`src/rtl/sync_gap_mux.sv`:
```
module sync_gap_mux #(
  parameter int DATA_W     = 8,
  parameter int FIFO_DEPTH = 16,
  parameter int HI_MARK    = 12,
  parameter int LO_MARK    = 4,
  parameter int IFG_CYC    = 12,
  parameter int SYNC_LEN   = 64,
  parameter int HOPS       = 16,
  parameter int LEN_W      = 11,
  parameter int GAP_W      = 16
) (
  input  logic                        clk,
  input  logic                        rst_n,
  input  logic                        in_valid,
  output logic                        in_ready,
  input  logic [DATA_W-1:0]           in_data,
  input  logic                        in_last,
  input  logic                        sync_req,
  output logic [$clog2(SYNC_LEN)-1:0] sync_idx,
  input  logic [DATA_W-1:0]           sync_byte,
  output logic                        out_valid,
  output logic [DATA_W-1:0]           out_data,
  output logic                        out_last,
  output logic                        out_sync,
  output logic                        pause_req
);
  localparam int AW    = $clog2(FIFO_DEPTH);
  localparam int CW    = $clog2(FIFO_DEPTH + 1);
  localparam int IDX_W = $clog2(SYNC_LEN);
  localparam logic [CW-1:0]    FULL_C = CW'(FIFO_DEPTH);
  localparam logic [CW-1:0]    HI_C   = CW'(HI_MARK);
  localparam logic [CW-1:0]    LO_C   = CW'(LO_MARK);
  localparam logic [GAP_W-1:0] IFG_G  = GAP_W'(IFG_CYC);
  localparam logic [GAP_W-1:0] GAP_MX = '1;
  localparam logic [31:0] S32    = 32'(SYNC_LEN);
  localparam logic [31:0] H1_32  = 32'(HOPS - 1);
  localparam logic [31:0] IFG32  = 32'(IFG_CYC);
  localparam logic [31:0] GMAX32 = 32'(GAP_MX);

  typedef enum logic [1:0] {ST_IDLE, ST_BG, ST_SYNC} st_t;

  logic [DATA_W:0] mem [FIFO_DEPTH];
  logic [AW-1:0]   wp, rp;
  logic [CW-1:0]   cnt;
  logic [DATA_W:0] head;

  st_t              st;
  logic             armed;
  logic [GAP_W-1:0] idle_cnt, gap_need, r0, r_now;
  logic [LEN_W-1:0] bg_len;
  logic [IDX_W-1:0] sidx;

  logic wr, empty, bg_start, sync_start, bg_fire, bg_end, sync_fire, sync_end;
  logic [31:0] len32, r_use, t1, t2, g32;

  assign in_ready   = (cnt != FULL_C);
  assign wr         = in_valid & in_ready;
  assign empty      = (cnt == '0);
  assign head       = mem[rp];
  assign sync_idx   = sidx;
  assign r_now      = (gap_need > idle_cnt) ? gap_need - idle_cnt : '0;

  assign bg_start   = (st == ST_IDLE) & ~armed & ~empty & (idle_cnt >= IFG_G);
  assign sync_start = (st == ST_IDLE) & armed & (idle_cnt >= gap_need);
  assign bg_fire    = bg_start | ((st == ST_BG) & ~empty);
  assign bg_end     = bg_fire & head[DATA_W];
  assign sync_fire  = sync_start | (st == ST_SYNC);
  assign sync_end   = sync_fire & (sidx == IDX_W'(SYNC_LEN - 1));

  always_comb begin
    len32 = bg_start ? 32'd1 : 32'(bg_len) + 32'd1;
    r_use = bg_start ? 32'(r_now) : 32'(r0);
    t1    = (r_use != 32'd0) ? r_use + IFG32 : 32'd0;
    t2    = (len32 > S32) ? H1_32 * (len32 - S32) + IFG32 : 32'd0;
    g32   = IFG32;
    if (t1 > g32) g32 = t1;
    if (t2 > g32) g32 = t2;
    if (g32 > GMAX32) g32 = GMAX32;
  end

  always_ff @(posedge clk) begin
    if (wr) mem[wp] <= {in_last, in_data};
  end

  always_ff @(posedge clk) begin
    if (!rst_n) begin
      wp <= '0;
      rp <= '0;
      cnt <= '0;
      pause_req <= 1'b0;
    end else begin
      if (wr) wp <= (wp == AW'(FIFO_DEPTH - 1)) ? '0 : wp + 1'b1;
      if (bg_fire) rp <= (rp == AW'(FIFO_DEPTH - 1)) ? '0 : rp + 1'b1;
      cnt <= cnt + CW'(wr) - CW'(bg_fire);
      if (cnt >= HI_C) pause_req <= 1'b1;
      else if (cnt <= LO_C) pause_req <= 1'b0;
    end
  end

  always_ff @(posedge clk) begin
    if (!rst_n) begin
      st <= ST_IDLE;
      armed <= 1'b0;
      idle_cnt <= GAP_MX;
      gap_need <= '0;
      r0 <= '0;
      bg_len <= '0;
      sidx <= '0;
    end else begin
      armed <= (armed & ~sync_start) | sync_req;
      if (bg_end | sync_end) idle_cnt <= '0;
      else if (~bg_fire & ~sync_fire & (idle_cnt != GAP_MX)) idle_cnt <= idle_cnt + 1'b1;
      if (bg_end) gap_need <= GAP_W'(g32);
      else if (sync_end) gap_need <= IFG_G;
      if (bg_start) r0 <= r_now;
      if (bg_start) bg_len <= LEN_W'(1);
      else if (bg_fire) bg_len <= bg_len + 1'b1;
      if (sync_fire) sidx <= sync_end ? '0 : sidx + 1'b1;
      case (st)
        ST_IDLE: if (sync_start) st <= ST_SYNC;
                 else if (bg_start & ~head[DATA_W]) st <= ST_BG;
        ST_BG:   if (bg_end) st <= ST_IDLE;
        ST_SYNC: if (sync_end) st <= ST_IDLE;
        default: st <= ST_IDLE;
      endcase
    end
  end

  always_ff @(posedge clk) begin
    if (!rst_n) begin
      out_valid <= 1'b0;
      out_data  <= '0;
      out_last  <= 1'b0;
      out_sync  <= 1'b0;
    end else begin
      out_valid <= bg_fire | sync_fire;
      out_data  <= sync_fire ? sync_byte : head[DATA_W-1:0];
      out_last  <= bg_end | sync_end;
      out_sync  <= sync_fire;
    end
  end
endmodule

```
`config.mk`:
```
export PLATFORM = sky130hd
export DESIGN_NAME = sync_gap_mux
export DESIGN_NICKNAME = d
export VERILOG_FILES = /design/src/rtl/sync_gap_mux.sv
export SDC_FILE = /design/constraint.sdc
export NUM_CORES = 1
export LEC_CHECK = 0
export BUFFER_PORTS_ARGS = -buffer_cell sky130_fd_sc_hd__buf_2
export CAP_MARGIN = 20
export CELL_PAD_IN_SITES_DETAIL_PLACEMENT = 0
export CELL_PAD_IN_SITES_GLOBAL_PLACEMENT = 1
export CORE_MARGIN = 5
export CORE_UTILIZATION = 50
export DETAILED_ROUTE_END_ITERATION = 8
export PLACE_DENSITY = 0.83
export SYNTH_ARGS = -nofsm -noshare
export SYNTH_HDL_FRONTEND = slang
export SYNTH_SLANG_ARGS = --single-unit
```
`constraint.sdc`:
```
create_clock -name clk -period 9.9 [get_ports clk]
set_clock_uncertainty 0.05 [all_clocks]
set_input_delay 1.98 -clock clk [delete_from_list [all_inputs] [get_ports clk]]
set_output_delay 1.98 -clock clk [all_outputs]
set_load 0.01 [all_outputs]
```
==> results of run 1 <==
## routing by layer
metal  share of wire (%)  vias to the layer above  global-route usage [%]
met3                 5.7                       51                   3.255
met5                   0                        -                       0
met1                  43                     4738                   28.27
li1                    -                     4667                       -
met2                  49                      291                   36.27
met4                 2.7                        0                   5.384
## stage by stage
step / instance area (sq um) / setup WS (ns)
after floorplan: 13840 / 2.287
after global placement: 14330 / 1.710
after detailed placement: 14330 / 1.398
after CTS: 15240 / 1.341
after global routing: 15260 / 0.6056
final: 15260 / 1.243
## synth_stat cells (6+ instances only)
cell and n:
edfxtp_1 144, nor2_1 103, nand2_1 102, inv_1 100, dfxtp_1 97, ha_1 88
a21oi_1 74, o21ai_0 48, mux4_2 45, xnor2_1 44, clkbuf_1 33, nand3_1 28
fa_1 26, xor2_1 26, nor3_1 21, and2_1 20, buf_2 18, nand4_1 18
a21o_1 13, or2_2 13, or3_1 13, nor4_1 12, o21a_1 11, mux2i_1 10
a221oi_1 9, and3_1 9, a22oi_1 8, nand2b_1 8, a311oi_1 7, a31oi_1 7
buf_1 7, a21boi_0 6, o211a_1 6
## critical path, delay by kind of cell (launching register included)
family | cells | cell delay [ns]
flops | 1 | 0.40
compound gates | 8 | 2.85
buf+inv | 5 | 0.56
simple gates | 8 | 2.18
xor+xnor | 1 | 0.24
fa+ha+maj | 7 | 2.24
## placed cells by master (no fill, tap or decap), types with 6 or more instances in the layout
master | netlist | layout
a21oi_1 | 74 | 74
nand3_1 | 28 | 28
and3_1 | 9 | 9
o211a_1 | 6 | 6
mux2i_1 | 10 | 10
buf_2 | 18 | 39
nor3_1 | 21 | 17
clkbuf_1 | 33 | 8
a221oi_1 | 9 | 9
edfxtp_1 | 144 | 144
fa_1 | 26 | 26
or3_1 | 13 | 13
nand4_1 | 18 | 18
inv_1 | 100 | 100
xnor2_1 | 44 | 44
and2_1 | 20 | 20
nand2b_1 | 8 | 8
a21boi_0 | 6 | 6
a22oi_1 | 8 | 8
nor4_1 | 12 | 12
clkbuf_16 | 0 | 26
nand2_1 | 102 | 102
a31oi_1 | 7 | 7
or2_2 | 13 | 13
a21o_1 | 13 | 13
a311oi_1 | 7 | 7
dfxtp_1 | 97 | 96
nor2_1 | 103 | 103
xor2_1 | 26 | 26
ha_1 | 88 | 88
mux4_2 | 45 | 45
o21a_1 | 11 | 11
o21ai_0 | 48 | 48
## kinds of logic (layout without fill, tap and decap cells)
group / count (synthesis) / count (layout) / synth area share, %
buf+inv: 159 / 194 / 4.476
flops: 241 / 241 / 45.28
compound gates: 254 / 254 / 12.50
simple gates: 376 / 376 / 13.30
mux: 58 / 58 / 8.291
fa+ha+maj: 114 / 114 / 11.72
xor+xnor: 70 / 70 / 4.430
## final timing paths
check / from / end / slack (ns) / cells past startpoint
worst max-delay path: cnt[2]$_SDFF_PN0_ / gap_need[3]$_SDFFE_PN0N_ / 1.24 / 29
worst min-delay path: sync_idx[1]$_SDFFE_PN0P_ / sync_idx[1]$_SDFFE_PN0P_ / 0.44 / 2
worst max register to register: cnt[2]$_SDFF_PN0_ / gap_need[3]$_SDFFE_PN0N_ / 1.24 / 29
worst min register to register: sync_idx[1]$_SDFFE_PN0P_ / sync_idx[1]$_SDFFE_PN0P_ / 0.44 / 2
## sequential cells by signal, summed over array words and instances, names as in the netlist, named ones only
name       count
mem          144
armed          1
out_sync       1
pause_req      1
out_last       1
cnt            5
out_valid      1
gap_need      16
r0            16
st             2
bg_len        11
sync_idx       6
wp             4
out_data       8
idle_cnt      16
rp             4
## power by group
| group | total (mW) | switching [mW] | internal (mW) |
|---|---|---|---|
| logic | 1.53 | 0.922 | 0.606 |
| clock network | 1.03 | 0.403 | 0.628 |
| registers | 1.29 | 0.0985 | 1.19 |
| total | 3.84 | 1.42 | 2.42 |
## layout make-up
| class | count | area (sq um) |
|---|---|---|
| Clock buffer | 35 | 694.4 |
| Clock inverter | 13 | 224.0 |
| Fill cell | 2382 | 12300 |
| Inverter | 101 | 379.1 |
| Multi-Input combinational cell | 872 | 6973 |
| Sequential cell | 241 | 6267 |
| Tap cell | 378 | 473.0 |
| Timing Repair Buffer | 45 | 245.2 |
==> impl_metrics.json, run 1 <==
{
  "htree_levels": 1,
  "track_usage_pct": 21.11,
  "avgSynthCellArea_sq_um": 10.88,
  "startpoint_type": "flip-flop",
  "seq_area_frac_synth_pct": 45.28,
  "dieWidth_microns": 176.4,
  "power_leakage_nw": 5.892,
  "p_total_mw": 3.844,
  "fp.dieH_microns": 176.4,
  "vdd.ir_drop.worst_v": 0.0003037,
  "ys_ff_latch": 241,
  "finalCritPeriodShare_pct": 87.44,
  "worstPathRequired_ns": 10.27,
  "cts_buffer_depth": 3,
  "detail-route-antenna-nets": 0,
  "final_nets": 1422,
  "path_clk_slew_ns": 0.06,
  "grt-ovfl-total": 0,
  "maxCapViolCount": 0,
  "final_cells": 1685,
  "wirelength_mm": 33.01,
  "place.detailed.hpwl_mm": 24.41,
  "drive_above_1_share_pct": 12.85,
  "synth_top_area_share_pct": 31.25,
  "power.density_nw_per_um2": 252.0,
  "netlist_area_sq_um": 13840,
  "postCtsHoldBufs": 0,
  "critPathSlowestCell": "a2111oi_4",
  "grt_first_pass_wirelength_mm": 51.98,
  "grt_pass1_vias": 9591,
  "syn_to_final_growth_pct": 10.24,
  "finalSetupViolCount": 0,
  "die_area_sq_um": 31100,
  "dp.cells": 1636,
  "num_io_pins": 40,
  "dr_total_vias": 9747,
  "io_buffers": 39,
  "holdWs_ns": 0.4378,
  "clock-sinks": 241,
  "cts_buffers": 26,
  "rsz0062_at_grt": "false",
  "tightest_slew_ns": 1.076,
  "drv_slew": 0,
  "synth_edf_count": 144,
  "coreArea_sq_um": 27550,
  "slowest_delay_ns": 0.85,
  "place.gp.congestion": 0.9185,
  "synth_warnings": 0,
  "post_cts.repair.setup_buffers": 0,
  "cts-root-buf": "clkbuf_16",
  "cts_tree": "done",
  "diodes": 0,
  "endpoint_kind": "flip-flop",
  "max_slew_margin_pct": 28.19,
  "setup-tns-final_ns": 0,
  "antenna_found_initial": 0,
  "dr.pass1.iters": 5,
  "drt_iter0_drc": 678,
  "synth_nets": 1407,
  "netlist_instances": 1272,
  "arrival_ns": 9.03,
  "num_rows": 61,
  "status": "completed",
  "post_synth_num_cell_types": 81,
  "start_util_pct": 50.22,
  "insertion_delay_ns": 0.54,
  "routedWlPerCell_microns": 19.59,
  "vias_per_cell": 5.785,
  "max_freq_ghz": 0.1155,
  "cp_max_fo": 17,
  "synth_top_cell_by_area": "edfxtp_1",
  "synth.area.top_cells": "edfxtp_1, dfxtp_1, ha_1, mux4_2, fa_1",
  "cts_resized": 0,
  "ys_async_sr_fraction_pct": 0,
  "hold_viol": 0,
  "fin_util_pct": 55.37,
  "holdCritPathClass": "reg -> reg",
  "min_period_ns": 8.657,
  "drc": 0,
  "grt_max_degree": 56,
  "critPathKind": "reg -> reg",
  "ys.flop_type": "edfxtp_1"
}
Note: power is estimated with default switching activity, not from simulation.
==> run 2: changes to the inputs <==
--- a/config.mk
+++ b/config.mk
@@ -13,6 +13,7 @@
 export CORE_UTILIZATION = 50
 export DETAILED_ROUTE_END_ITERATION = 8
 export PLACE_DENSITY = 0.83
+export RECOVER_POWER = 50
 export SYNTH_ARGS = -nofsm -noshare
 export SYNTH_HDL_FRONTEND = slang
 export SYNTH_SLANG_ARGS = --single-unit
==> run 2 against run 1 <==
The run now ends with capacitance limit, slew limit left. Die area unchanged. Setup slack improved by 0.025 ns. Utilization down 0.11 points. Sequential share of layout area grew 0.081 points. Largest cell class unchanged.
==> impl_metrics.json, run 2 (synthesis results as in run 1) <==
{
  "rsz0062_at_grt": "false",
  "cts_tree": "done",
  "dp_slack_ns": 1.398,
  "dieWidth_microns": 176.4,
  "top_register": "mem",
  "diodes": 0,
  "cp_max_fo": 17,
  "drv_slew": 56,
  "dr.pass1.iters": 5,
  "p_sw_share_pct": 37.04,
  "fin_util_pct": 55.26,
  "fp.dieH_microns": 176.4,
  "p_total_mw": 3.837,
  "final_cells": 1685,
  "postCtsHoldBufs": 0,
  "max_freq_ghz": 0.1159,
  "drc": 0,
  "grt_first_pass_wirelength_mm": 51.98,
  "final_nets": 1422,
  "setup-tns-final_ns": 0,
  "dr_total_vias": 9709,
  "power_leakage_nw": 5.812,
  "grt_max_degree": 56,
  "final_common_cell": "edfxtp_1",
  "holdCritPathClass": "reg -> reg",
  "start_util_pct": 50.22,
  "largest_reg_flops": 144,
  "critPathTopFamily": "compound AO/OA/AOI/OAI gates",
  "startpoint_type": "flip-flop",
  "cts_resized": 0,
  "maxCapViolCount": 1,
  "min_period_ns": 8.632,
  "syn_to_final_growth_pct": 10.03,
  "p_int_mw": 2.416,
  "vdd.ir_drop.worst_v": 0.0003039,
  "dp.cells": 1636,
  "grt-ovfl-total": 0,
  "worstPathRequired_ns": 10.27,
  "cts-root-buf": "clkbuf_16",
  "drive_above_1_share_pct": 10.94,
  "arrival_ns": 9.00,
  "slowest_delay_ns": 0.85,
  "num_io_pins": 40,
  "finalCritPeriodShare_pct": 87.19,
  "grt_pass1_vias": 9591,
  "place.detailed.hpwl_mm": 24.41,
  "seqPwrFrac_pct": 33.5,
  "finalWorstSetupSlack_ns": 1.268,
  "critPathKind": "reg -> reg",
  "wirelength_mm": 32.95,
  "max_slew_margin_pct": -29.70,
  "endpoint_kind": "flip-flop",
  "num_rows": 61,
  "vias_per_cell": 5.762,
  "power.density_nw_per_um2": 252.0,
  "cts_buffers": 26,
  "track_usage_pct": 21.11,
  "holdWs_ns": 0.4392,
  "placed_area_sq_um": 14330,
  "clkPwrFrac_pct": 26.8,
  "hold_viol": 0,
  "insertion_delay_ns": 0.54,
  "path_buf_inv": 5,
  "path_clk_slew_ns": 0.06,
  "detail-route-antenna-nets": 0,
  "violations": "capacitance limit, slew limit",
  "pwr-share-comb_pct": 39.6,
  "tightest_slew_ns": 1.943,
  "io_buffers": 39,
  "design_area_sq_um": 15230,
  "antenna_found_initial": 0,
  "routedWlPerCell_microns": 19.55,
  "drt_iter0_drc": 676,
  "cts_buffer_depth": 3,
  "p_switching_mw": 1.421,
  "fillers": 2390,
  "htree_levels": 1,
  "coreArea_sq_um": 27550,
  "die_area_sq_um": 31100,
  "post_cts.repair.setup_buffers": 0,
  "status": "finished with violations",
  "clock-sinks": 241,
  "final_cell_mix": "edfxtp_1, nor2_1, nand2_1, inv_1, dfxtp_1",
  "place.gp.congestion": 0.9185,
  "finalSetupViolCount": 0,
  "critPathSlowestCell": "a2111oi_4"
}
-- run 2: cell count changes in the layout (fill, tap and decap cells not counted), sizes merged --
cell    previous run  this run
clkbuf            35        59
buf               44        20
-- run 2: final timing paths --
check	from	depth (start not counted)	slack, ns	to
hold reg to reg	sync_idx[1]$_SDFFE_PN0P_	2	0.44	sync_idx[1]$_SDFFE_PN0P_
setup / recovery	cnt[2]$_SDFF_PN0_	29	1.27	gap_need[3]$_SDFFE_PN0N_
setup reg to reg	cnt[2]$_SDFF_PN0_	29	1.27	gap_need[3]$_SDFFE_PN0N_
hold / removal	sync_idx[1]$_SDFFE_PN0P_	2	0.44	sync_idx[1]$_SDFFE_PN0P_
-- run 2: power groups by stage --
stage / clock, mW / sequential [mW] / combinational (mW)
3_5_place_dp: 0 / 1.30 / 1.51
6_report: 1.03 / 1.29 / 1.52
5_1_grt: 1.09 / 1.30 / 1.68
3_3_place_gp: 0 / 1.30 / 1.49
2_1_floorplan: 0 / 1.28 / 1.14
4_1_cts: 1.05 / 1.28 / 1.52
-- run 2: tightest hold or removal path: stages (launching register included) --
cell     delay, ns
dfxtp_1       0.33
nand2_1       0.06
a21oi_1       0.05
-- run 2: per-layer routing --
metal	share of wire (%)	GRT usage, %	wire length [microns]	vias up
met5	0	0	0	-
met4	2.8	5.384	907	0
met3	6.0	3.255	1962	53
met2	49	36.27	16020	297
met1	43	28.27	14060	4693
li1	-	-	-	4666
-- run 2: final cells by class --
cell class	count	area, sq um	area share (%)
multi-input cells	872	6973	45.80
clock inverters	13	224.0	1.471
inverters	101	379.1	2.490
well taps	378	473.0	3.106
flip-flops and latches	241	6267	41.16
clock buffers	35	694.4	4.561
repair buffers	45	215.2	1.413
==> run 3: changes to the inputs <==
==> constraint.sdc (replaced) <==
create_clock -name clk -period 8 [get_ports clk]
set_clock_uncertainty 0.05 [all_clocks]
set_input_delay 1.6 -clock clk [delete_from_list [all_inputs] [get_ports clk]]
set_output_delay 1.6 -clock clk [all_outputs]
set_load 0.01 [all_outputs]
==> run 3 against run 2 <==
The flow now finishes without violations. Via count fell by 0.28%. Sequential power increased by 23%. Combinational power up 26%. Register-to-register slack got worse by 0.79 ns. Setup slack lost 0.79 ns.
==> impl_metrics.json, run 3 (synthesis results as in run 1) <==
{
  "status": "completed",
  "cp_common_cell": "ha_1",
  "dieWidth_microns": 176.4,
  "htree_levels": 1,
  "clock-sinks": 241,
  "start_util_pct": 50.22,
  "dr_total_vias": 9682,
  "dr.pass1.iters": 5,
  "clkPwrFrac_pct": 25.6,
  "cp_max_fo": 11,
  "power_leakage_nw": 5.840,
  "worstPathRequired_ns": 8.40,
  "diodes": 0,
  "rr_worst_depth": 33,
  "cts_buffer_depth": 3,
  "maxCapViolCount": 0,
  "vdd.ir_drop.worst_v": 0.0004992,
  "max_slew_margin_pct": 8.866,
  "p_sw_share_pct": 37.66,
  "holdWs_ns": 0.4175,
  "finalCritPeriodShare_pct": 93.97,
  "hold_viol": 0,
  "grt-ovfl-total": 0,
  "finalSetupViolCount": 0,
  "place.detailed.hpwl_mm": 23.92,
  "num_rows": 61,
  "tightest_slew_ns": 1.367,
  "holdCritPathClass": "reg -> reg",
  "vias_per_cell": 5.702,
  "grt_max_degree": 50,
  "wirelength_mm": 32.46,
  "routedWlPerCell_microns": 19.12,
  "io_buffers": 39,
  "endpoint_kind": "flip-flop",
  "arrival_ns": 7.92,
  "min_period_ns": 7.518,
  "cts-root-buf": "clkbuf_16",
  "max_freq_ghz": 0.1330,
  "track_usage_pct": 20.72,
  "place.gp.congestion": 0.9378,
  "slowest_delay_ns": 0.51,
  "critPathSlowestCell": "fa_1",
  "fp.dieH_microns": 176.4,
  "detail-route-antenna-nets": 0,
  "syn_to_final_growth_pct": 10.30,
  "drt_iter0_drc": 584,
  "top_register": "mem",
  "critPathKind": "reg -> reg",
  "fin_util_pct": 55.40,
  "p_switching_mw": 1.769,
  "insertion_delay_ns": 0.55,
  "grt_pass1_vias": 9578,
  "pwr-share-comb_pct": 40.6,
  "postCtsHoldBufs": 0,
  "drv_slew": 0,
  "path_depth": 33,
  "cts_tree": "done",
  "critPathTopFamily": "simple AND/OR/NAND/NOR gates",
  "die_area_sq_um": 31100,
  "power.density_nw_per_um2": 307.8,
  "antenna_found_initial": 0,
  "coreArea_sq_um": 27550,
  "final_cell_mix": "edfxtp_1, nor2_1, nand2_1, inv_1, dfxtp_1",
  "drive_above_1_share_pct": 12.80,
  "holdPathStages": 2,
  "final_common_cell": "edfxtp_1",
  "seqPwrFrac_pct": 33.7,
  "path_clk_slew_ns": 0.06,
  "grt_first_pass_wirelength_mm": 51.44,
  "final_nets": 1434,
  "fillers": 2361,
  "drc": 0,
  "path_buf_inv": 3,
  "largest_reg_flops": 144,
  "num_io_pins": 40,
  "startpoint_type": "flip-flop",
  "p_int_mw": 2.929,
  "cts_buffers": 27
}
run 3: area by class of cell:
| cell class | instances | area (sq um) | share of cell area [%] |
|---|---|---|---|
| multi-input cells | 872 | 6973 | 45.68 |
| repair buffers | 56 | 297.8 | 1.951 |
| clock inverters | 14 | 133.9 | 0.8771 |
| clock buffers | 36 | 739.5 | 4.845 |
| flip-flops and latches | 241 | 6267 | 41.06 |
| well taps | 378 | 473.0 | 3.099 |
| inverters | 101 | 379.1 | 2.484 |
run 3: power groups by stage:
stage	combinational (mW)	sequential [mW]	clock [mW]
floorplan	1.41	1.58	0
global placement	1.88	1.61	0
detailed placement	1.90	1.61	0
finish	1.91	1.59	1.20
global route	2.10	1.60	1.29
CTS	1.91	1.59	1.23
run 3: per-stage QoR:
stage	instance area, sq um	power [mW]	TNS, ns	worst slack [ns]	cells
after floorplan	13840	2.989	0	0.3870	1272
final	15260	4.698	0	0.4823	1698
after global routing	15260	4.997	-0.002681	-0.002681	1698
after CTS	15260	4.732	0	0.02495	1697
after detailed placement	14390	3.509	0	0.03088	1647
after global placement	14390	3.483	0	0.3418	1647
run 3: routing by layer:
layer	up-vias	wire length (microns)	global-route usage (%)
met2	234	16320	36.46
met5	-	0	0
li1	4700	-	-
met4	0	593	4.352
met3	43	1800	2.848
met1	4705	13750	27.60
run 3: path summary, 6_finish.rpt:
kind                                        startpoint                        to  slack, ns
worst min-delay path            pause_req$_SDFFE_PN0P_    pause_req$_SDFFE_PN0P_       0.42
worst max register to register  bg_len[0]$_SDFFE_PN0P_  gap_need[6]$_SDFFE_PN0N_       0.48
worst min register to register  pause_req$_SDFFE_PN0P_    pause_req$_SDFFE_PN0P_       0.42
worst max-delay path            bg_len[0]$_SDFFE_PN0P_  gap_need[6]$_SDFFE_PN0N_       0.48
run 3: what timing repair did:
action                     in CTS  in global routing
setup buffers                   0                  1
setup endpoints to repair       0                 14
gates resized for setup         0                  9
run 3: worst register-to-register path, delay by kind of cell, from the launching register on:
kind	cells	cell delay [ns]
compound gates	7	1.39
xor+xnor	2	0.33
fa+ha+maj	7	2.29
buf+inv	3	0.39
flops	1	0.44
mux	1	0.06
simple gates	13	2.45
